[src/rtl/codec_pkg.sv]
package codec_pkg;
    localparam int NIB_W = 4;
    localparam int SYM_W = 5;
    localparam int KIND_W = 3;

    localparam logic [SYM_W-1:0] SYM_IDLE = 5'b11111;
    localparam logic [SYM_W-1:0] SYM_SSD1 = 5'b11000;
    localparam logic [SYM_W-1:0] SYM_SSD2 = 5'b10001;
    localparam logic [SYM_W-1:0] SYM_ESD1 = 5'b01101;
    localparam logic [SYM_W-1:0] SYM_ESD2 = 5'b00111;
    localparam logic [SYM_W-1:0] SYM_HALT = 5'b00100;

    typedef enum logic [KIND_W-1:0] {
        K_DATA = 3'd0, K_IDLE = 3'd1, K_SSD1 = 3'd2, K_SSD2 = 3'd3,
        K_ESD1 = 3'd4, K_ESD2 = 3'd5, K_HALT = 3'd6, K_BAD = 3'd7
    } kind_e;

    function automatic logic [SYM_W-1:0] enc_data(input logic [NIB_W-1:0] n);
        case (n)
            4'h0: enc_data = 5'b11110;  4'h1: enc_data = 5'b01001;
            4'h2: enc_data = 5'b10100;  4'h3: enc_data = 5'b10101;
            4'h4: enc_data = 5'b01010;  4'h5: enc_data = 5'b01011;
            4'h6: enc_data = 5'b01110;  4'h7: enc_data = 5'b01111;
            4'h8: enc_data = 5'b10010;  4'h9: enc_data = 5'b10011;
            4'hA: enc_data = 5'b10110;  4'hB: enc_data = 5'b10111;
            4'hC: enc_data = 5'b11010;  4'hD: enc_data = 5'b11011;
            4'hE: enc_data = 5'b11100;  default: enc_data = 5'b11101;
        endcase
    endfunction

    function automatic logic [SYM_W-1:0] enc_raw(input logic [NIB_W-1:0] n);
        case (n)
            4'h1: enc_raw = 5'b00001;  4'h2: enc_raw = 5'b00010;
            4'h3: enc_raw = 5'b00011;  4'h4: enc_raw = 5'b00101;
            4'h5: enc_raw = 5'b00110;  4'h6: enc_raw = 5'b01000;
            4'h7: enc_raw = 5'b01100;  4'h8: enc_raw = 5'b10000;
            4'h9: enc_raw = 5'b11001;  default: enc_raw = 5'b00000;
        endcase
    endfunction
endpackage

[src/rtl/tx_framer.sv]
module tx_framer
    import codec_pkg::*;
(
    input  logic             clk,
    input  logic             rst_n,
    input  logic             tx_en,
    input  logic             tx_err,
    input  logic [NIB_W-1:0] tx_nib,
    input  logic             cfg_raw_inv,
    output logic [SYM_W-1:0] tx_sym
);
    typedef enum logic [1:0] {S_IDLE, S_SSD2, S_DATA, S_ESD2} st_e;
    typedef struct packed {
        st_e              st;
        logic [SYM_W-1:0] sym;
    } tx_t;

    tx_t r_d, r_q;

    always_comb begin
        r_d = r_q;
        case (r_q.st)
            S_IDLE: begin
                if (tx_en) begin
                    r_d.sym = SYM_SSD1;
                    r_d.st  = S_SSD2;
                end else begin
                    r_d.sym = SYM_IDLE;
                end
            end
            S_SSD2: begin
                r_d.sym = SYM_SSD2;
                r_d.st  = S_DATA;
            end
            S_DATA: begin
                if (!tx_en) begin
                    r_d.sym = SYM_ESD1;
                    r_d.st  = S_ESD2;
                end else if (tx_err) begin
                    r_d.sym = cfg_raw_inv ? enc_raw(tx_nib) : SYM_HALT;
                end else begin
                    r_d.sym = enc_data(tx_nib);
                end
            end
            default: begin
                r_d.sym = SYM_ESD2;
                r_d.st  = S_IDLE;
            end
        endcase
    end

    always_ff @(posedge clk) begin
        if (!rst_n) begin
            r_q.st  <= S_IDLE;
            r_q.sym <= SYM_IDLE;
        end else begin
            r_q <= r_d;
        end
    end

    assign tx_sym = r_q.sym;

    AST_SSD_PAIR: assert property (@(posedge clk) disable iff (!rst_n)
        r_q.sym == SYM_SSD1 |=> r_q.sym == SYM_SSD2);
    AST_ESD_PAIR: assert property (@(posedge clk) disable iff (!rst_n)
        r_q.sym == SYM_ESD1 |=> r_q.sym == SYM_ESD2);
    AST_AFTER_ESD: assert property (@(posedge clk) disable iff (!rst_n)
        r_q.sym == SYM_ESD2 |=> (r_q.sym == SYM_IDLE || r_q.sym == SYM_SSD1));
    AST_HALT_ON_ERR: assert property (@(posedge clk) disable iff (!rst_n)
        (r_q.st == S_DATA && tx_en && tx_err && !cfg_raw_inv) |=> r_q.sym == SYM_HALT);
endmodule

[src/rtl/rx_classifier.sv]
module rx_classifier
    import codec_pkg::*;
(
    input  logic              clk,
    input  logic              rst_n,
    input  logic [SYM_W-1:0]  rx_sym,
    output logic              hit_bad,
    output logic              hit_halt,
    output logic [KIND_W-1:0] rx_kind,
    output logic [NIB_W-1:0]  rx_nib
);
    typedef struct packed {
        kind_e            kind;
        logic [NIB_W-1:0] nib;
    } rx_t;

    rx_t r_d, r_q;

    always_comb begin
        r_d.kind = K_BAD;
        r_d.nib  = '0;
        for (int i = 0; i < (1 << NIB_W); i++) begin
            if (rx_sym == enc_data(NIB_W'(i))) begin
                r_d.kind = K_DATA;
                r_d.nib  = NIB_W'(i);
            end
        end
        case (rx_sym)
            SYM_IDLE: r_d.kind = K_IDLE;
            SYM_SSD1: r_d.kind = K_SSD1;
            SYM_SSD2: r_d.kind = K_SSD2;
            SYM_ESD1: r_d.kind = K_ESD1;
            SYM_ESD2: r_d.kind = K_ESD2;
            SYM_HALT: r_d.kind = K_HALT;
            default:  ;
        endcase
    end

    always_ff @(posedge clk) begin
        if (!rst_n) begin
            r_q.kind <= K_IDLE;
            r_q.nib  <= '0;
        end else begin
            r_q <= r_d;
        end
    end

    assign hit_bad  = (r_d.kind == K_BAD);
    assign hit_halt = (r_d.kind == K_HALT);
    assign rx_kind  = r_q.kind;
    assign rx_nib   = r_q.nib;

    AST_DATA_ROUNDTRIP: assert property (@(posedge clk) disable iff (!rst_n)
        r_q.kind == K_DATA |-> enc_data(r_q.nib) == $past(rx_sym));
    AST_CTRL_NIB_ZERO: assert property (@(posedge clk) disable iff (!rst_n)
        r_q.kind != K_DATA |-> r_q.nib == '0);
endmodule

[src/rtl/status_flags.sv]
module status_flags (
    input  logic       clk,
    input  logic       rst_n,
    input  logic       set_bad,
    input  logic       set_halt,
    input  logic       rd,
    output logic [1:0] rdata
);
    typedef struct packed {
        logic halt;
        logic bad;
    } flg_t;

    flg_t f_d, f_q;

    always_comb begin
        f_d.bad  = set_bad  | (f_q.bad  & ~rd);
        f_d.halt = set_halt | (f_q.halt & ~rd);
    end

    always_ff @(posedge clk) begin
        if (!rst_n) begin
            f_q <= '0;
        end else begin
            f_q <= f_d;
        end
    end

    assign rdata = {f_q.halt, f_q.bad};

    AST_SET_WINS_BAD: assert property (@(posedge clk) disable iff (!rst_n)
        set_bad |=> rdata[0]);
    AST_SET_WINS_HALT: assert property (@(posedge clk) disable iff (!rst_n)
        set_halt |=> rdata[1]);
    AST_READ_CLEARS: assert property (@(posedge clk) disable iff (!rst_n)
        (rd && !set_bad && !set_halt) |=> rdata == 2'b00);
    AST_STICKY_HOLD: assert property (@(posedge clk) disable iff (!rst_n)
        (!rd && rdata[0]) |=> rdata[0]);
endmodule

[src/rtl/sym_codec.sv]
module sym_codec
    import codec_pkg::*;
(
    input  logic              clk,
    input  logic              rst_n,
    input  logic              tx_en,
    input  logic              tx_err,
    input  logic [NIB_W-1:0]  tx_nib,
    input  logic              cfg_raw_inv,
    output logic [SYM_W-1:0]  tx_sym,
    input  logic [SYM_W-1:0]  rx_sym,
    output logic [KIND_W-1:0] rx_kind,
    output logic [NIB_W-1:0]  rx_nib,
    input  logic              reg_rd,
    output logic [1:0]        reg_rdata
);
    logic hit_bad, hit_halt;

    tx_framer u_tx (
        .clk(clk), .rst_n(rst_n), .tx_en(tx_en), .tx_err(tx_err),
        .tx_nib(tx_nib), .cfg_raw_inv(cfg_raw_inv), .tx_sym(tx_sym)
    );

    rx_classifier u_rx (
        .clk(clk), .rst_n(rst_n), .rx_sym(rx_sym), .hit_bad(hit_bad),
        .hit_halt(hit_halt), .rx_kind(rx_kind), .rx_nib(rx_nib)
    );

    status_flags u_st (
        .clk(clk), .rst_n(rst_n), .set_bad(hit_bad), .set_halt(hit_halt),
        .rd(reg_rd), .rdata(reg_rdata)
    );

    AST_BAD_FLAGGED: assert property (@(posedge clk) disable iff (!rst_n)
        rx_kind == 3'd7 |-> reg_rdata[0]);
    AST_HALT_FLAGGED: assert property (@(posedge clk) disable iff (!rst_n)
        rx_kind == 3'd6 |-> reg_rdata[1]);
endmodule

[config.mk]
export PLATFORM = sky130hd
export DESIGN_NAME = sym_codec
export DESIGN_NICKNAME = d
export VERILOG_FILES = /design/src/rtl/codec_pkg.sv /design/src/rtl/tx_framer.sv /design/src/rtl/rx_classifier.sv /design/src/rtl/status_flags.sv /design/src/rtl/sym_codec.sv
export SDC_FILE = /design/constraint.sdc
export NUM_CORES = 1
export LEC_CHECK = 0
export CAP_MARGIN = 15
export CELL_PAD_IN_SITES_DETAIL_PLACEMENT = 0
export CELL_PAD_IN_SITES_GLOBAL_PLACEMENT = 1
export CORE_ASPECT_RATIO = 0.5
export CORE_MARGIN = 1
export CORE_UTILIZATION = 35
export DETAILED_ROUTE_END_ITERATION = 12
export MAX_ROUTING_LAYER = met4
export PLACE_DENSITY = 0.81
export SETUP_SLACK_MARGIN = 0.15
export SLEW_MARGIN = 20
export SYNTH_ARGS = -nofsm -noshare
export SYNTH_HDL_FRONTEND = slang
export SYNTH_HIERARCHICAL = 1
export SYNTH_SLANG_ARGS = --single-unit
[constraint.sdc]
create_clock -name clk -period 1.8 [get_ports clk]
set_input_delay 0.18 -clock clk [delete_from_list [all_inputs] [get_ports clk]]
set_output_delay 0.18 -clock clk [all_outputs]
set_load 0.05 [all_outputs]
; Word-level counts from Yosys, hierarchy flattened
; Memory sizes are Yosys's and may differ from the RTL's.
; Cells that the tools add are included.
[word_totals]
reg_bits = 16
mem_bits_ro = 160
memories = 2
[mem_list]
columns = memory, depth, width, read_ports, rd_clocked_by_memory_dff, wr, line
row1 = (no name shown), 16, 5, 1, 0, 0, codec_pkg.sv:32  ; case (n)
row2 = (no name shown), 16, 5, 1, 0, 0, codec_pkg.sv:19  ; case (n)
[op_classes]
eq_ne = 28
mux = 24
n_bitwise = 5
reduce_logical = 2
[op_table]
columns = cell, n
row1 = 7-bit two-way mux, 16
row2 = 5-bit == test (second input constant), 14
row3 = 5-bit by 4-bit == test with 1-bit output (second input constant), 6
row4 = 7-bit one-hot mux with 3 select lines, 1
row5 = 3-bit one-hot mux with 6 select lines, 1
row6 = 5-bit two-way mux, 3
row7 = 5-bit by 3-bit == test with 1-bit output (second input constant), 2
row8 = 3-bit == test (second input constant), 2
row9 = 2-bit two-way mux, 2
row10 = 2-bit != test (second input constant), 2
row11 = 3-bit two-way mux, 1
row12 = 1-bit AND, 2
row13 = 2-bit by 1-bit == test with 1-bit output (second input constant), 1
row14 = 2-bit == test (second input constant), 1
row15 = 2-bit zero test, 1
row16 = 1-bit OR, 2
row17 = 2-bit AND reduction, 1
row18 = 1-bit inverter, 1

; Depth between registers and ports, before layout
; Gate-level depths: netlist of run 1.
[logic_depth]
ltp_word = 20
depth_mapped = 5
mapped_depth_nobuf = 5

; By module
; The synthesis of run 1 kept the hierarchy.
[modules_own_cells]
columns = mod, n_inst, cells_per_inst, area_per_inst_um2, seq_area_each_um2
row1 = tx_framer, 1, 74, 629.4, 140.1
row2 = rx_classifier, 1, 51, 412.9, 140.1
row3 = status_flags, 1, 6, 67.6, 40.0

; Least setup slack after synthesis of run 1
; No wires, ideal clock.
[synth_path]
kind = register to register
startpoint = register u_tx/r_q[5] (netlist name)
endpoint = register u_tx/r_q[5] (netlist name)
t_arrival_ns = 1.254
required_ns = 1.742
setup_slack_ns = 0.488
stages_incl_launch_ff = 6
path_cell_list = dfxtp_1 > inv_1 > ha_1 > or3b_1 > a21oi_1 > o21a_1
[synth_via]
elab_chain_len = 3
word_cells_on_any_way = 7
cone_classes = eq/ne: 4 / mux: 1 / reduce/logical: 2
[synth_rtl]
columns = item, line
row1 = "start, declared", tx_framer.sv:18  ; tx_t r_d, r_q;
row2 = "start signal, assigned", tx_framer.sv:57  ; r_q <= r_d;
row3 = 2-bit == test / 2-bit zero test (equally long branches), tx_framer.sv:22  ; case (r_q.st)
row4 = 2-bit != test (no line), n/a
row5 = 2-bit AND reduction (no line), n/a
; Parallel ways exist; a longest one is shown, timed or not.
; A chain may end at the register's enable or synchronous reset.

; Final worst setup path of run 1
[layout_path]
startpoint = register u_st.f_q, in the netlist u_st/rdata[0]
endpoint = output reg_rdata[0]
[layout_rtl]
columns = item, line
row1 = "start, declared", status_flags.sv:14  ; flg_t f_d, f_q;
row2 = "start signal, assigned", status_flags.sv:23  ; f_q <= '0;
row3 = "start signal, assigned", status_flags.sv:25  ; f_q <= f_d;
row4 = "end, declared", sym_codec.sv:15  ; output logic [1:0] reg_rdata
; No word-level cell between the ends.

==> run metrics, run 1 <==
status=complete, no violations; P_int=just over 0.8 mW; Port Buffer Count=28; Overall Power=1.31 mW; Post-Syn Nets=150; vias in the first global route=867; H-tree Lvls=1; CP bufs+invs=1; Netlist Area Pre-Place=between 1000 and 1500 um^2; Diodes inserted=0; Period minus WS final=approximately 1.5 ns; Tcrit/Tclk final=0.861; Die Ht=41.8 um; DP Area=1370 um^2; DRT Wirelength=2200 um; most common cell after layout, fill and taps aside=clkdlybuf4s50_1; Die X=just over 80 um; clock-pin slew on the worst setup and hold paths=0.06 ns; clk sinks=16; fmax=645 MHz; gpl congestion=between 0.8 and 0.9; CTS Root Cell=clkbuf_8; Final #Nets=173; HPWL Detailed=1660 um; critical path's top delay family=buffers and inverters; Post-CTS Setup Bufs=0; Synth Flop Type=dfxtp_1; Reg power frac=0.332; RSZ-0062 raised after global routing=false; Worst Max-Slew Pin Slew=0.496 ns; Ys Warns=6; Power Density=916 nW/um^2; # rows=14; routed len/inst=11.4 um; switching power=about 0.48 mW; worst skew pair latency=0.25 ns; Crit Path Max Fanout=2; Residual DRC=0; DR vias/cell=5.13; first-pass GRT wire length=3690 um; gr usage total=0.142; Longest Clk Path Bufs=2; Lkg Pwr=0.560 nW; Filler Cell Count=313; Yosys cell types=47; post-CTS resize count=0; CP max-delay cell=clkdlybuf4s50_1; Final TNS setup=0 ns; DRT iter0 DRCs=44; initial antenna violation count=0; Post-Route Utilization=0.473; Slew Limit Fails=0; Starting Density=0.368; relative slew slack=0.668; combinational group share of total power=0.424; Hold Path Class=register to register; CP cell instances=clkdlybuf4s50_1; P&R area growth vs syn=28.5%; GRT overflow=0; tightest hold margin=0.560 ns; EDFF count, synth=0; vias=990; Largest stage delay, worst path=0.80 ns; CTS Buf Count=3; Clock Skews=about 0.00054 ns; crit start category=register; drt pass-1 iters=4; Seq/Total Area, Yosys=0.289; CP arrival=about 1.4 ns; CP Class=register to output port; area of the die=3410 um^2; MaxCap Viol Count=0; most frequent cells in the layout=28 x clkdlybuf4s50_1, 16 x dfxtp_1, 8 x nor2_1, 8 x inv_1, 7 x o21ai_0; Design Area, Final=~1400 um^2; largest net degree at the start of global routing=14; Core Area=3010 um^2; synthesized area per cell=8.47 um^2; Yosys reg bits=16; Synth async-reset ratio=0; CP endpoint kind=output port; Synth Instances=131; Clock Power Share=0.244; number of top-level pins=29; CTS tree=done; final-report setup violation count=0; Final Hold Fails=0; Hold Buf Count CTS=0; share of cells above drive strength 1=0.0784; maximum vdd ir drop=350 uV; antenna viol nets, final=0; Sw Share=0.367; Required @ worst endpoint=1.62 ns
-- state kept, by name (all words and copies together), names as in the netlist --
signal and cells:
u_rx/rx_kind 3, u_rx/rx_nib 4, u_st/rdata 2, u_tx/tx_sym 5, u_tx/r_q 2
-- metrics by stage --
step                      setup slack (ns)  instances
after global routing                 0.206        193
after detailed placement             0.156        189
final                                0.250        193
after global placement               0.167        189
after floorplan                      0.488        131
after CTS                            0.237        193
-- worst register-to-register path: stages (launching register included) --
cell and delay, ns:
dfxtp_1 0.37, inv_1 0.09, ha_1 0.28, or3b_1 0.39, a21oi_1 0.14, o21a_1 0.13
-- path summary, 6_finish.rpt --
| kind | start | end | slack [ns] | cells after the start |
|---|---|---|---|---|
| worst min-delay path | u_tx/r_q[6] | u_tx/r_q[6] | 0.56 | 2 |
| worst max-delay path | u_st/rdata[0] | reg_rdata[0] | 0.25 | 1 |
| worst min register to register | u_tx/r_q[6] | u_tx/r_q[6] | 0.56 | 2 |
| worst max register to register | u_tx/r_q[5] | u_tx/r_q[5] | 0.35 | 5 |
-- power by group through the flow --
stage	clock network [mW]	registers (mW)	logic, mW
2_1_floorplan	0	0.480	0.395
3_3_place_gp	0	0.441	0.550
3_5_place_dp	0	0.443	0.556
4_1_cts	0.330	0.435	0.559
5_1_grt	0.349	0.438	0.597
6_report	0.318	0.433	0.554
-- layer usage --
layer  GRT usage  vias to the layer above  share of wire
met4      0.0316                        0         0.0068
met2       0.235                       20           0.48
met3      0.0396                        2          0.040
met5           -                        -              0
met1       0.173                      455           0.47
li1            -                      513              -
-- cells by family (layout without fill, tap and decap cells) --
family	count (synthesis)	after routing	share of synthesized area
AO/OA/AOI/OAI	37	37	0.242
AND/OR/NAND/NOR	44	44	0.242
multiplexers	3	3	0.0271
adder cells (fa/ha/maj)	4	4	0.0451
XOR/XNOR	4	4	0.0316
flip-flops	16	16	0.289
buffers and inverters	23	45	0.123
-- cells in the mapped netlist, types with 2 or more instances --
cell type	number	area share
nor2_1	8	0.027
and3_1	4	0.023
nand3_1	2	0.0090
nand4_1	2	0.011
a211o_1	2	0.016
nor3_1	2	0.0090
o21ai_0	7	0.032
nor2b_1	6	0.034
nand2_1	6	0.020
a21oi_1	5	0.023
xnor2_1	3	0.024
o21ba_2	2	0.018
ha_1	4	0.045
nor3b_1	2	0.014
nand4bb_1	2	0.020
buf_4	8	0.054
o211ai_1	2	0.014
nand3b_1	2	0.014
o21a_1	3	0.020
mux2i_1	3	0.027
a211oi_1	3	0.020
dfxtp_1	16	0.29
nand2b_1	2	0.011
buf_6	2	0.020
buf_2	4	0.018
inv_1	8	0.027
-- cell type report --
cell class / instances / area, um^2 / area share
inverter: 8 / 30.0 / 0.0211
tap: 40 / 50.0 / 0.0351
clock buffer: 4 / 55.1 / 0.0386
timing repair buffer: 33 / 318 / 0.223
sequential: 16 / 320 / 0.225
multi-input combinational: 92 / 653 / 0.458
(Power assumes the default switching activity.)
==> run 2: changes to the inputs <==
--- a/config.mk
+++ b/config.mk
@@ -5,13 +5,14 @@
 export SDC_FILE = /design/constraint.sdc
 export NUM_CORES = 1
 export LEC_CHECK = 0
-export CAP_MARGIN = 15
+export CAP_MARGIN = 5
 export CELL_PAD_IN_SITES_DETAIL_PLACEMENT = 0
 export CELL_PAD_IN_SITES_GLOBAL_PLACEMENT = 1
 export CORE_ASPECT_RATIO = 0.5
 export CORE_MARGIN = 1
 export CORE_UTILIZATION = 35
 export DETAILED_ROUTE_END_ITERATION = 12
+export GPL_ROUTABILITY_DRIVEN = 1
 export MAX_ROUTING_LAYER = met4
 export PLACE_DENSITY = 0.81
 export SETUP_SLACK_MARGIN = 0.15
==> constraint.sdc (replaced) <==
create_clock -name clk -period 1.8 [get_ports clk]
set_input_delay 0.36 -clock clk [delete_from_list [all_inputs] [get_ports clk]]
set_output_delay 0.36 -clock clk [all_outputs]
set_load 0.05 [all_outputs]
==> run 2 against run 1 <==
Die area stayed put. Sequential share of layout area is 0.16 points lower. Critical path type is now input port to register. Maximum frequency is 0.68% higher. Sequential cell count stayed put. Worst setup slack better by 0.010 ns. Combinational power is 0.7% lower. Worst hold slack better by 0.0024 ns. Register-to-register slack worse by 0.04 ns. Largest cell class unchanged. Count of clock-buffer cells in the layout stayed put. Total power is 0.43% higher.
==> run metrics, run 2 (synthesis results as in run 1) <==
global-route met3 utilization=0.0396; CTS Buf Count=3; share of cells above drive strength 1=0.201; clock-pin slew on the worst setup and hold paths=0.07 ns; Final #Nets=179; Lkg Pwr=0.604 nW; Sw Share=0.374; number of top-level pins=29; Starting Density=0.368; first-pass GRT wire length=around 3800 um; drt pass-1 iters=4; met1 usage=0.185; Port Buffer Count=28; CP endpoint kind=register; relative slew slack=0.770; DR vias/cell=around 5.0; Hold Path Class=register to register; Post-Route Utilization=0.477; Longest Clk Path Bufs=2; status=complete, no violations; GRT Max-Usage Layer=met2; Design Area, Final=1440 um^2; Die X=just over 80 um; gpl congestion=0.783; area of the die=around 3400 um^2; Clock Skews=0.00163 ns; vias=995; Reg power frac=0.332; Tcrit/Tclk final=0.855; crit start category=input port; RSZ-0062 raised after global routing=false; CP arrival=1.69 ns; met2 Usage GRT=0.238; Crit Path Max Fanout=9; DRT iter0 DRCs=58; MaxCap Viol Count=0; Post-CTS Setup Bufs=0; CTS tree=done; Slew Limit Fails=0; fmax=roughly 650 MHz; tightest hold margin=0.563 ns; PnR worst setup slack=0.261 ns; HPWL Detailed=1710 um; P&R area growth vs syn=29.4%; most frequent cells in the layout=25 x buf_4, 16 x dfxtp_1, 14 x clkdlybuf4s50_1; initial antenna violation count=0; most common cell after layout, fill and taps aside=buf_4; Post-Place Setup Slack=-0.00315 ns; routed len/inst=between 10 and 15 um; switching power=0.491 mW; Hold Buf Count CTS=0; maximum vdd ir drop=327 uV; Final TNS setup=0 ns; GRT overflow=0; gr usage total=0.152; Post-Place Cells=195; max reg flops=5; Power Density=913 nW/um^2; largest net degree at the start of global routing=14; combinational group share of total power=0.420; Die Ht=41.8 um; DRT Wirelength=roughly 2300 um; Clock Power Share=0.249; Period minus WS final=approximately 1.5 ns; # rows=14; Worst Max-Slew Pin Slew=roughly 0.34 ns; post-CTS resize count=0; vias in the first global route=between 800 and 900; DP Area=about 1400 um^2; final-report setup violation count=0; Finished Layout Cells=199; Overall Power=1.31 mW; worst skew pair latency=0.25 ns; Core Area=between 3000 and 4000 um^2; Diodes inserted=0; P_int=0.821 mW; Required @ worst endpoint=between 1.5 and 2 ns; clk sinks=16; H-tree Lvls=1; Residual DRC=0; CP Class=input port to register; Final Hold Fails=0; antenna viol nets, final=0; CTS Root Cell=clkbuf_8
[run 2: cell count changes in the layout (fill, tap and decap cells not counted), sizes merged]
cell           change
buf               +20
clkdlybuf4s50     -14
[run 2: final cells by class]
cell class	count	area, um^2
fillers	297	1580
well taps	40	50.0
flip-flops and latches	16	320
multi-input cells	92	653
repair buffers	39	328
inverters	8	30.0
clock buffers	4	55.1
[run 2: power groups by stage]
stage               Clock (mW)  Sequential (mW)  Combinational [mW]
finish                   0.326            0.435               0.550
global route             0.359            0.440               0.599
CTS                      0.340            0.436               0.553
detailed placement           0            0.444               0.551
global placement             0            0.442               0.546
floorplan                    0            0.480               0.395
[run 2: layer usage]
metal,vias up,routed length [um]
met5,-,0
met4,0,3
met3,2,103
met2,21,1090
met1,451,1090
li1,521,-
[run 2: critical path, stage by stage]
cell,delay (ns)
clkdlybuf4s50_1,0.61
nor2_1,0.12
o32ai_1,0.31
o2bb2ai_1,0.11
o21a_1,0.18
[run 2: path summary, 6_finish.rpt]
path | from | endpoint | slack [ns] | depth (start not counted)
min reg2reg | u_tx/r_q[6] | u_tx/r_q[6] | 0.56 | 2
max | rx_sym[3] | u_st/rdata[0] | 0.26 | 5
min | u_tx/r_q[6] | u_tx/r_q[6] | 0.56 | 2
max reg2reg | u_tx/r_q[5] | u_tx/r_q[5] | 0.31 | 5
